File: src/rtl/sirq_pkg.sv
package sirq_pkg;
  localparam int          NSRC      = 14;
  localparam int          ADDR_W    = 16;
  localparam logic [7:0]  VEC_BASE  = 8'h80;
  localparam int          VEC_STEP  = 4;
  localparam logic [15:0] JUMP_ADDR = 16'h0053;
  // byte after opcode and page byte carries the table index
  localparam logic [15:0] VEC_ADDR  = JUMP_ADDR + 16'd2;
endpackage

File: src/rtl/sirq_pending.sv
module sirq_pending #(
  parameter int N = sirq_pkg::NSRC
) (
  input  logic         clk,
  input  logic         rst_n,
  input  logic [N-1:0] req,
  input  logic [N-1:0] clr,
  output logic [N-1:0] pend
);
  genvar g;
  generate
    for (g = 0; g < N; g++) begin : g_bit
      always_ff @(posedge clk or negedge rst_n) begin
        if (!rst_n) pend[g] <= 1'b0;
        else        pend[g] <= (pend[g] & ~clr[g]) | req[g];
      end


      req_sets_chk: assert property (@(posedge clk) disable iff (!rst_n)
        req[g] |=> pend[g]);

      clr_only_chk: assert property (@(posedge clk) disable iff (!rst_n)
        (clr[g] && !req[g]) |=> !pend[g]);

      hold_chk: assert property (@(posedge clk) disable iff (!rst_n)
        (pend[g] && !clr[g]) |=> pend[g]);
    end
  endgenerate
endmodule

File: src/rtl/sirq_prio.sv
module sirq_prio #(
  parameter int         N    = sirq_pkg::NSRC,
  parameter logic [7:0] BASE = sirq_pkg::VEC_BASE,
  parameter int         STEP = sirq_pkg::VEC_STEP
) (
  input  logic         clk,
  input  logic         rst_n,
  input  logic [N-1:0] act,
  output logic         hit,
  output logic [N-1:0] grant,
  output logic [7:0]   vec
);
  always_comb begin
    grant = '0;
    vec   = BASE;
    hit   = |act;
    for (int i = N - 1; i >= 0; i--) begin
      if (act[i]) begin
        grant    = '0;
        grant[i] = 1'b1;
        vec      = BASE + 8'(i * STEP);
      end
    end
  end


  grant_onehot_chk: assert property (@(posedge clk) disable iff (!rst_n)
    $onehot0(grant));

  grant_in_act_chk: assert property (@(posedge clk) disable iff (!rst_n)
    hit |-> ((grant & act) == grant) && (grant != '0));

  idle_vec_chk: assert property (@(posedge clk) disable iff (!rst_n)
    !hit |-> (vec == BASE));
endmodule

File: src/rtl/sirq_fetch_sub.sv
module sirq_fetch_sub #(
  parameter int               AW    = sirq_pkg::ADDR_W,
  parameter logic [AW-1:0]    VADDR = AW'(sirq_pkg::VEC_ADDR)
) (
  input  logic          clk,
  input  logic          rst_n,
  input  logic          fetch_start,
  input  logic [AW-1:0] fetch_addr,
  input  logic          av_en,
  input  logic          hit,
  input  logic [7:0]    vec_in,
  input  logic [7:0]    mem_data,
  output logic [7:0]    code_data
);
  logic       sub_on;
  logic [7:0] vec_q;
  logic       vec_fetch;

  assign vec_fetch = fetch_start && (fetch_addr == VADDR);

  always_ff @(posedge clk or negedge rst_n) begin
    if (!rst_n) begin
      sub_on <= 1'b0;
      vec_q  <= 8'h00;
    end else if (fetch_start) begin
      sub_on <= vec_fetch && av_en && hit;
      if (vec_fetch) vec_q <= vec_in;
    end
  end

  assign code_data = sub_on ? vec_q : mem_data;


  vec_hold_chk: assert property (@(posedge clk) disable iff (!rst_n)
    (sub_on && !fetch_start) |=> $stable(vec_q));

  av_off_chk: assert property (@(posedge clk) disable iff (!rst_n)
    (fetch_start && !av_en) |=> (code_data == mem_data));

  other_addr_chk: assert property (@(posedge clk) disable iff (!rst_n)
    (fetch_start && fetch_addr != VADDR) |=> (code_data == mem_data));

  none_pend_chk: assert property (@(posedge clk) disable iff (!rst_n)
    (fetch_start && !hit) |=> (code_data == mem_data));
endmodule

File: src/rtl/sirq_autovec_ctrl.sv
module sirq_autovec_ctrl
  import sirq_pkg::*;
#(
  parameter int N  = NSRC,
  parameter int AW = ADDR_W
) (
  input  logic          clk,
  input  logic          rst_n,
  input  logic [N-1:0]  src_req,
  input  logic [N-1:0]  src_en,
  input  logic [N-1:0]  src_clr,
  input  logic          glob_en,
  input  logic          av_en,
  input  logic          fetch_start,
  input  logic [AW-1:0] fetch_addr,
  input  logic [7:0]    mem_data,
  output logic          irq,
  output logic [7:0]    vec_out,
  output logic [7:0]    code_data
);
  logic [N-1:0] pend;
  logic [N-1:0] active;
  logic [N-1:0] grant;
  logic         hit;

  sirq_pending #(.N(N)) u_pend (
    .clk  (clk),
    .rst_n(rst_n),
    .req  (src_req),
    .clr  (src_clr),
    .pend (pend)
  );

  assign active = pend & src_en;

  sirq_prio #(.N(N), .BASE(VEC_BASE), .STEP(VEC_STEP)) u_prio (
    .clk  (clk),
    .rst_n(rst_n),
    .act  (active),
    .hit  (hit),
    .grant(grant),
    .vec  (vec_out)
  );

  assign irq = glob_en & hit;

  sirq_fetch_sub #(.AW(AW), .VADDR(AW'(VEC_ADDR))) u_fetch (
    .clk        (clk),
    .rst_n      (rst_n),
    .fetch_start(fetch_start),
    .fetch_addr (fetch_addr),
    .av_en      (av_en),
    .hit        (hit),
    .vec_in     (vec_out),
    .mem_data   (mem_data),
    .code_data  (code_data)
  );


  irq_quiet_chk: assert property (@(posedge clk) disable iff (!rst_n)
    (pend == '0) |-> !irq);

  irq_gate_chk: assert property (@(posedge clk) disable iff (!rst_n)
    irq |-> ((grant & pend & src_en) != '0));
endmodule

File: config.mk
export PLATFORM = sky130hd
export DESIGN_NAME = sirq_autovec_ctrl
export DESIGN_NICKNAME = d
export VERILOG_FILES = /design/src/rtl/sirq_pkg.sv /design/src/rtl/sirq_pending.sv /design/src/rtl/sirq_prio.sv /design/src/rtl/sirq_fetch_sub.sv /design/src/rtl/sirq_autovec_ctrl.sv
export SDC_FILE = /design/constraint.sdc
export NUM_CORES = 1
export LEC_CHECK = 0
export ABC_AREA = 1
export ABC_CLOCK_PERIOD_IN_PS = 1510
export BUFFER_PORTS_ARGS = -buffer_cell sky130_fd_sc_hd__buf_2
export CORE_MARGIN = 2
export CORE_UTILIZATION = 45
export CTS_CLUSTER_SIZE = 14
export DETAILED_ROUTE_END_ITERATION = 10
export PLACE_DENSITY = 0.79
export SLEW_MARGIN = 5
export SYNTH_ARGS = -nofsm -noshare
export SYNTH_HDL_FRONTEND = slang
export SYNTH_HIERARCHICAL = 1
export SYNTH_SLANG_ARGS = --single-unit
File: constraint.sdc
create_clock -name clk -period 1.51 [get_ports clk]
set_input_delay 0.302 -clock clk [delete_from_list [all_inputs] [get_ports clk]]
set_output_delay 0.302 -clock clk [all_outputs]
set_load 0.02 [all_outputs]
=== After elaboration in Yosys (flattened, before gate mapping) ===
Cells that the tools add are included.

* Input bits: 71
* Register bits after elaboration: 23

* Mux-type cells: 15
* Equality and inequality tests: 1
* Bitwise logic cells: 44
* Reduce and logical (&&, ||, !) cells: 5

{| class="wikitable"
|+ Operators by type and width
! kind !! number
|-
| $mux W6 || 14
|-
| $eq A16 B7 Y1 const B || 1
|-
| $and A1 B1 Y1 || 15
|-
| $and A14 B14 Y14 || 1
|-
| $not A1 Y1 || 14
|-
| $or A1 B1 Y1 || 14
|-
| $reduce_or A14 Y1 || 1
|-
| $mux W8 || 1
|-
| $logic_and A1 B1 Y1 || 3
|-
| $reduce_and A2 Y1 || 1
|}

=== Depth between registers and ports, before layout ===
Gate-level depths: netlist of the first run.

* Depth in word-level cells: 15
* Mapped depth: 12

=== Modules after synthesis ===
The synthesis of the first run kept the hierarchy.

{| class="wikitable"
|+ By module, submodules not included
! module !! times used !! area each (sq um) !! cells an instance
|-
| sirq_fetch_sub || 1 || 660.6 || 75
|-
| sirq_pending || 1 || 560.5 || 70
|-
| sirq_prio || 1 || 374.1 || 69
|-
| sirq_autovec_ctrl || 1 || 112.6 || 30
|}

=== Worst setup path after synthesis of the first run ===
No wires, ideal clock.

* Path type: register -> output
* Start: reg u_pend.pend[11]
* End: out vec_out[4]
* Data required time: 1.208 ns
* Cell stages (with the launch flop): 7
* Setup slack: -0.073 ns
* Data arrival time: 1.281 ns
* Path buffers: 0
* Path through: dfrtp_1 -> nand2_1 -> inv_1 -> or2_1 -> nor3_2 -> nand2_1 -> a21oi_1

* Word-level cells in the longest chain between the ends: 13

{| class="wikitable"
|+ RTL lines
! what !! line !! RTL
|-
| start: declaration || sirq_pending.sv:8 || <nowiki>output logic [N-1:0] pend</nowiki>
|-
| start signal: indexed assignment || sirq_pending.sv:15 || <nowiki>else pend[g] <= (pend[g] & ~clr[g]) | req[g];</nowiki>
|-
| $and A14 B14 Y14 || sirq_autovec_ctrl.sv:34 || <nowiki>assign active = pend & src_en;</nowiki>
|-
| via active[11] || sirq_autovec_ctrl.sv:22 || <nowiki>logic [N-1:0] active;</nowiki>
|-
| $mux W6 (12 in a row) || sirq_prio.sv:18 || <nowiki>if (act[i]) begin</nowiki>
|-
| end: declaration || sirq_autovec_ctrl.sv:18 || <nowiki>output logic [7:0] vec_out,</nowiki>
|}

The timed path passes the listed nets, and every way through them passes these cells.

=== Final worst setup path of the first run ===
Same ends and word-level chain as after synthesis.

==> results of run 1 <==
-- worst max path at each step --
stage / startpoint / end / slack, ns
floorplan: u_pend/pend[3] / vec_out[5] / 0.06
global placement: src_en[11] / irq / -0.11
detailed placement: src_en[11] / irq / -0.11
CTS: u_pend/pend[10] / irq / -0.45
global route: u_pend/pend[11] / irq / -0.53
finish: u_pend/pend[11] / vec_out[4] / -0.41
-- cell type report --
| class | count | area share |
|---|---|---|
| Multi-Input combinational cell | 137 | 0.352 |
| Timing Repair Buffer | 96 | 0.260 |
| Sequential cell | 23 | 0.250 |
| Inverter | 61 | 0.101 |
| Tap cell | 46 | 0.0250 |
| Clock buffer | 4 | 0.0114 |
-- sequential cells by signal, indices dropped and copies added (netlist names) --
signal	cells
u_pend/pend	14
u_fetch/vec_q	8
u_fetch/sub_on	1
-- report_power, final --
part / internal (mW) / switching (mW) / total, mW
clock network: 0.103 / 0.182 / 0.285
logic: 0.201 / 0.227 / 0.429
registers: 0.641 / 0.0135 / 0.655
-- metal layers --
layer | up-vias | GRT usage
met5 | - | 0
met4 | 0 | 0.0516
met3 | 6 | 0.0511
met2 | 50 | 0.387
met1 | 686 | 0.193
li1 | 842 | -
-- cell usage in the layout, fill, tap and decap left out --
cell,count
clkbuf_1,1
nor2_8,2
inv_1,51
mux2_2,3
inv_2,8
dlygate4sd3_1,1
clkbuf_4,3
or2_4,1
conb_1,4
nor2_4,5
nor4_4,1
mux2_4,5
nand2_2,4
nor3_4,1
nand3_1,2
buf_4,11
nor2_2,7
inv_4,2
buf_2,70
dfrtp_1,22
a21oi_2,2
nor3_2,1
nor2_1,8
buf_6,14
a21oi_1,2
nand3_4,3
nand4_1,9
nand2_1,77
dfrtp_2,1
-- tightest hold or removal path, stage by stage --
cell,delay (ns)
buf_2,0.07
inv_1,0.03
nand2_1,0.05
-- what timing repair did --
action / CTS / global route
pin swaps: 7 / 4
gates resized for setup: 36 / 9
setup buffers: 8 / 2
hold endpoints to repair: 23 / 0
hold buffers: 1 / 0
endpoints found under the setup margin: 14 / 16
-- through the flow --
stage	hold slack (ns)	total power [mW]	cell area (µm²)
finish	0.159	1.37	2310
global route	0.151	1.45	2310
CTS	0.159	1.36	2280
detailed placement	0.301	1.04	2080
global placement	0.307	1.03	2080
floorplan	0.00641	0.887	1630
==> metrics.txt, run 1 <==
highest metal used met4; Util after Layout 0.680; failing checks negative setup slack; Peak supply drop 0.518 mV; Synth-to-Final Area Change 42.9%; Layout Cells excl Fill 367; final setup violation count 14; Crit path top cell by count nand2_1; WP data required 1.21 ns; post-layout net count 393; RSZ-0062 raised after global routing true; Max transition margin 0.658; first-pass GRT wire length 6270 µm; Die Height 63.9 µm; io pins 88; Hold Path Cell Cnt 3; filler instances 286; clock-pin slew of the registers on the worst-case setup and hold paths 0.13 ns; Detail Route met3 WL 229 µm; CTS tree done; RR Startpoint u_pend/pend[11]; area of the die 4080 µm²; CTS root buf clkbuf_4; Via density 4.32; Hold Violations, Final 0; min Tclk post-route 1.92 ns; area of the multi-input gates 811 µm²; critical-path maximum fanout 3; CP endpoint kind output port; Initial Util 0.476; Hold Path Origin src_req[8]; vias in the first global route 1595; Clk Latency, worst-skew pair 0.31 ns; ant diodes 0; core area 3390 µm²; met1 WL 1430 µm; syn avg cell area 7.17 µm²; final setup margin -0.407 ns; Yosys warning total 6; Max Slew Vio Count 0; share of layout cells above drive strength 1 0.449; Post-Route Setup TNS -2.78 ns; # DRC 0; CP top delay family simple AND/OR/NAND/NOR gates; Routed WL per cell 10.3 µm; status complete, but fails checks; Final Cycle Share 1.27; CP Class register to output port; wire length on met2 2050 µm; Critical-path top delay cell dfrtp_1; cell-by-cell trace of the critical path nand2_1 -> inv_2 -> or2_4 -> nor3_2 -> nand2_1 -> a21oi_2 -> buf_4; R2R depth 11; final WL 3770 µm; fmax 522 MHz; post-detailed-placement half-perimeter wirelength 2840 µm; pin count of the biggest net entering global routing 24; CTS H-tree lvls 1; total global routing overflow 0; RR Endpoint u_fetch/sub_on; Cell Pwr Density 594 nW/µm²; FF+latch area 577 µm²; FP Rows 21; clock sinks 23; Max Cap Viol 0; die width 63.9 µm; crit path launch type register; WP buf/inv 2; DP Worst Slack -0.112 ns; DRT iter0 DRCs 50; GRT Overall Usage 0.194; synthesized area 1610 µm²; CTS Buf Count 3; Clock Skew 0.00929 ns; Syn Inst Count 225; Arr. time, crit path 1.62 ns; crit-path max cell delay 0.40 ns; antenna violations before repair 0; placed insts 354; Vias 1584; Leak 1.45 nW; # port buffers 83; ANT nets after route 0; first drt pass iteration count 4; critical path depth in cells 7; r2r setup slk -0.08 ns; worst min-delay path category primary input to register; terminating pin of the worst hold path u_pend/pend[8]; Worst Tran Pin Value 0.513 ns; placer congestion estimate 0.750; Clock Tree Buf Depth 2
No activity file was read; power rests on OpenSTA's default activity.
==> inputs of run 2 (changes only) <==
--- a/config.mk
+++ b/config.mk
@@ -12,6 +12,7 @@
 export CORE_UTILIZATION = 45
 export CTS_CLUSTER_SIZE = 14
 export DETAILED_ROUTE_END_ITERATION = 10
+export MAX_ROUTING_LAYER = met4
 export PLACE_DENSITY = 0.79
 export SLEW_MARGIN = 5
 export SYNTH_ARGS = -nofsm -noshare
==> run 2 against run 1 <==
  * The flow still finishes with violations (negative setup slack)
  * Critical path depth unchanged
  * Die area unchanged
  * Clock skew about the same
  * Hold slack worse by 0.00067 ns
  * Critical path type unchanged
  * Highest routed layer unchanged
==> metrics.txt, run 2 (same netlist as run 1, synthesis figures left out) <==
final setup violation count 14 (unchanged); placed insts 354 (unchanged); ant diodes 0 (unchanged); WP data required 1.21 ns (about the same); CTS tree done (unchanged); CTS Buf Count 3 (unchanged); r2r setup slk -0.08 ns (about the same); Synth-to-Final Area Change 42.9% (unchanged); CP Class register to output port (unchanged); max FFs per register 14 (unchanged); share of layout cells above drive strength 1 0.449 (unchanged); Cell Pwr Density 594 nW/µm² (about the same); DP Worst Slack -0.112 ns (unchanged); NetSw 423 µW (about the same); Via density 4.31 (was 4.32); Clock Skew 0.00926 ns (was 0.00929 ns); ANT nets after route 0 (unchanged); Leak 1.45 nW (unchanged); RR Endpoint u_fetch/sub_on (unchanged); first-pass GRT wire length 6300 µm (was 6270 µm); critical-path maximum fanout 3 (unchanged); R2R depth 11 (unchanged); min Tclk post-route 1.92 ns (about the same); net switching share of the total power 0.309 (about the same); first drt pass iteration count 4 (unchanged); Layout Cells excl Fill 367 (unchanged); Final Cell Area 2310 µm² (unchanged); Reg with most FFs u_pend/pend (unchanged); Hold WS 0.159 ns (about the same); post-layout net count 393 (unchanged); RR Startpoint u_pend/pend[11] (unchanged); Hold Path Cell Cnt 3 (unchanged); clock sinks 23 (unchanged); status complete, but fails checks (unchanged); crit path launch type register (unchanged); Vias 1582 (was 1584); Final Cycle Share 1.27 (about the same); Routed WL per cell 10.3 µm (about the same); # DRC 0 (unchanged); clock share of power 0.209 (was 0.208); failing checks negative setup slack (unchanged); total global routing overflow 0 (unchanged); Max Cap Viol 0 (unchanged); filler instances 286 (unchanged); CTS root buf clkbuf_4 (unchanged); Area after DPL 2080 µm² (unchanged); post-detailed-placement half-perimeter wirelength 2840 µm (unchanged); Max Slew Vio Count 0 (unchanged); worst min-delay path category primary input to register (unchanged); final WL 3780 µm (was 3770 µm); Top Registers u_pend/pend x14, u_fetch/vec_q x8, u_fetch/sub_on x1 (unchanged); vias in the first global route 1590 (was 1595); Peak supply drop 0.518 mV (about the same); Pint 946 µW (about the same); total power 1.37 mW (about the same); placer congestion estimate 0.760 (was 0.750); fmax 521 MHz (was 522 MHz); RSZ-0062 raised after global routing true (unchanged); Hold Path Origin src_req[8] (unchanged); terminating pin of the worst hold path u_pend/pend[8] (unchanged); Max transition margin 0.658 (about the same); commonest non-fill, non-tap cell in the layout nand2_1 (unchanged); CTS H-tree lvls 1 (unchanged); sequential share of power 0.478 (about the same); area of the die 4080 µm² (unchanged); FP Rows 21 (unchanged); Die Height 63.9 µm (unchanged); Post-Route Setup TNS -2.79 ns (was -2.78 ns); Clock Tree Buf Depth 2 (unchanged); Arr. time, crit path 1.62 ns (about the same); Util after Layout 0.680 (unchanged); antenna violations before repair 0 (unchanged); io pins 88 (unchanged); # port buffers 83 (unchanged); DRT iter0 DRCs 52 (was 50); Hold Violations, Final 0 (unchanged); clock-pin slew of the registers on the worst-case setup and hold paths 0.13 ns (about the same); pin count of the biggest net entering global routing 24 (unchanged); Worst Tran Pin Value 0.513 ns (about the same); GRT Overall Usage 0.200 (was 0.194); CP endpoint kind output port (unchanged); Clk Latency, worst-skew pair 0.31 ns (about the same); core area 3390 µm² (unchanged); die width 63.9 µm (unchanged); commonest non-fill, non-tap cells in the layout 77 x nand2_1, 70 x buf_2, 51 x inv_1 (unchanged); final setup margin -0.408 ns (was -0.407 ns); Initial Util 0.476 (unchanged); combinational share of power 0.313 (about the same)
==> run 2: cell counts in the layout (fill, tap and decap cells not counted) <==
Identical to the previous run, type by type.
==> run 2: worst max-delay path by stage <==
stage	start	to	slack, ns	cells after the start
2_1_floorplan	u_pend/pend[3]	vec_out[5]	0.06	7
3_3_place_gp	src_en[11]	irq	-0.11	9
3_5_place_dp	src_en[11]	irq	-0.11	9
4_1_cts	u_pend/pend[10]	irq	-0.45	8
5_1_grt	u_pend/pend[11]	irq	-0.53	8
6_report	u_pend/pend[11]	vec_out[4]	-0.41	7
==> run 2: cell type report <==
cell class	count	area, µm²	area share
inverters	61	234	0.101
well taps	46	57.6	0.0250
repair buffers	96	601	0.260
clock buffers	4	26.3	0.0114
multi-input cells	137	811	0.352
flip-flops and latches	23	577	0.250
==> run 2: routing by layer <==
metal	wire (µm)	GRT usage	part of all wire
met1	1450	0.198	0.38
met2	2070	0.389	0.55
met3	216	0.0458	0.057
met4	37	0.0462	0.0098
met5	0	-	0
==> run 2: power by group through the flow <==
stage	Clock [mW]	Combinational (mW)	Sequential [mW]
floorplan	0	0.224	0.663
global placement	0	0.360	0.666
detailed placement	0	0.370	0.667
CTS	0.290	0.415	0.655
global route	0.318	0.478	0.658
finish	0.286	0.429	0.655
==> run 2: critical path, stage by stage, from the launching register on <==
cell,delay [ns]
dfrtp_1,0.40
nand2_1,0.08
inv_2,0.04
or2_4,0.24
nor3_2,0.13
nand2_1,0.11
a21oi_2,0.15
buf_4,0.16
==> run 2: repair_timing <==
action                                  CTS  global route
gates cloned                              0             0
resized for setup                        36             9
hold buffers                              1             0
buffers inserted                          8             2
hold endpoints to repair                 23             0
pin swaps                                 7             4
endpoints found under the setup margin   14            16
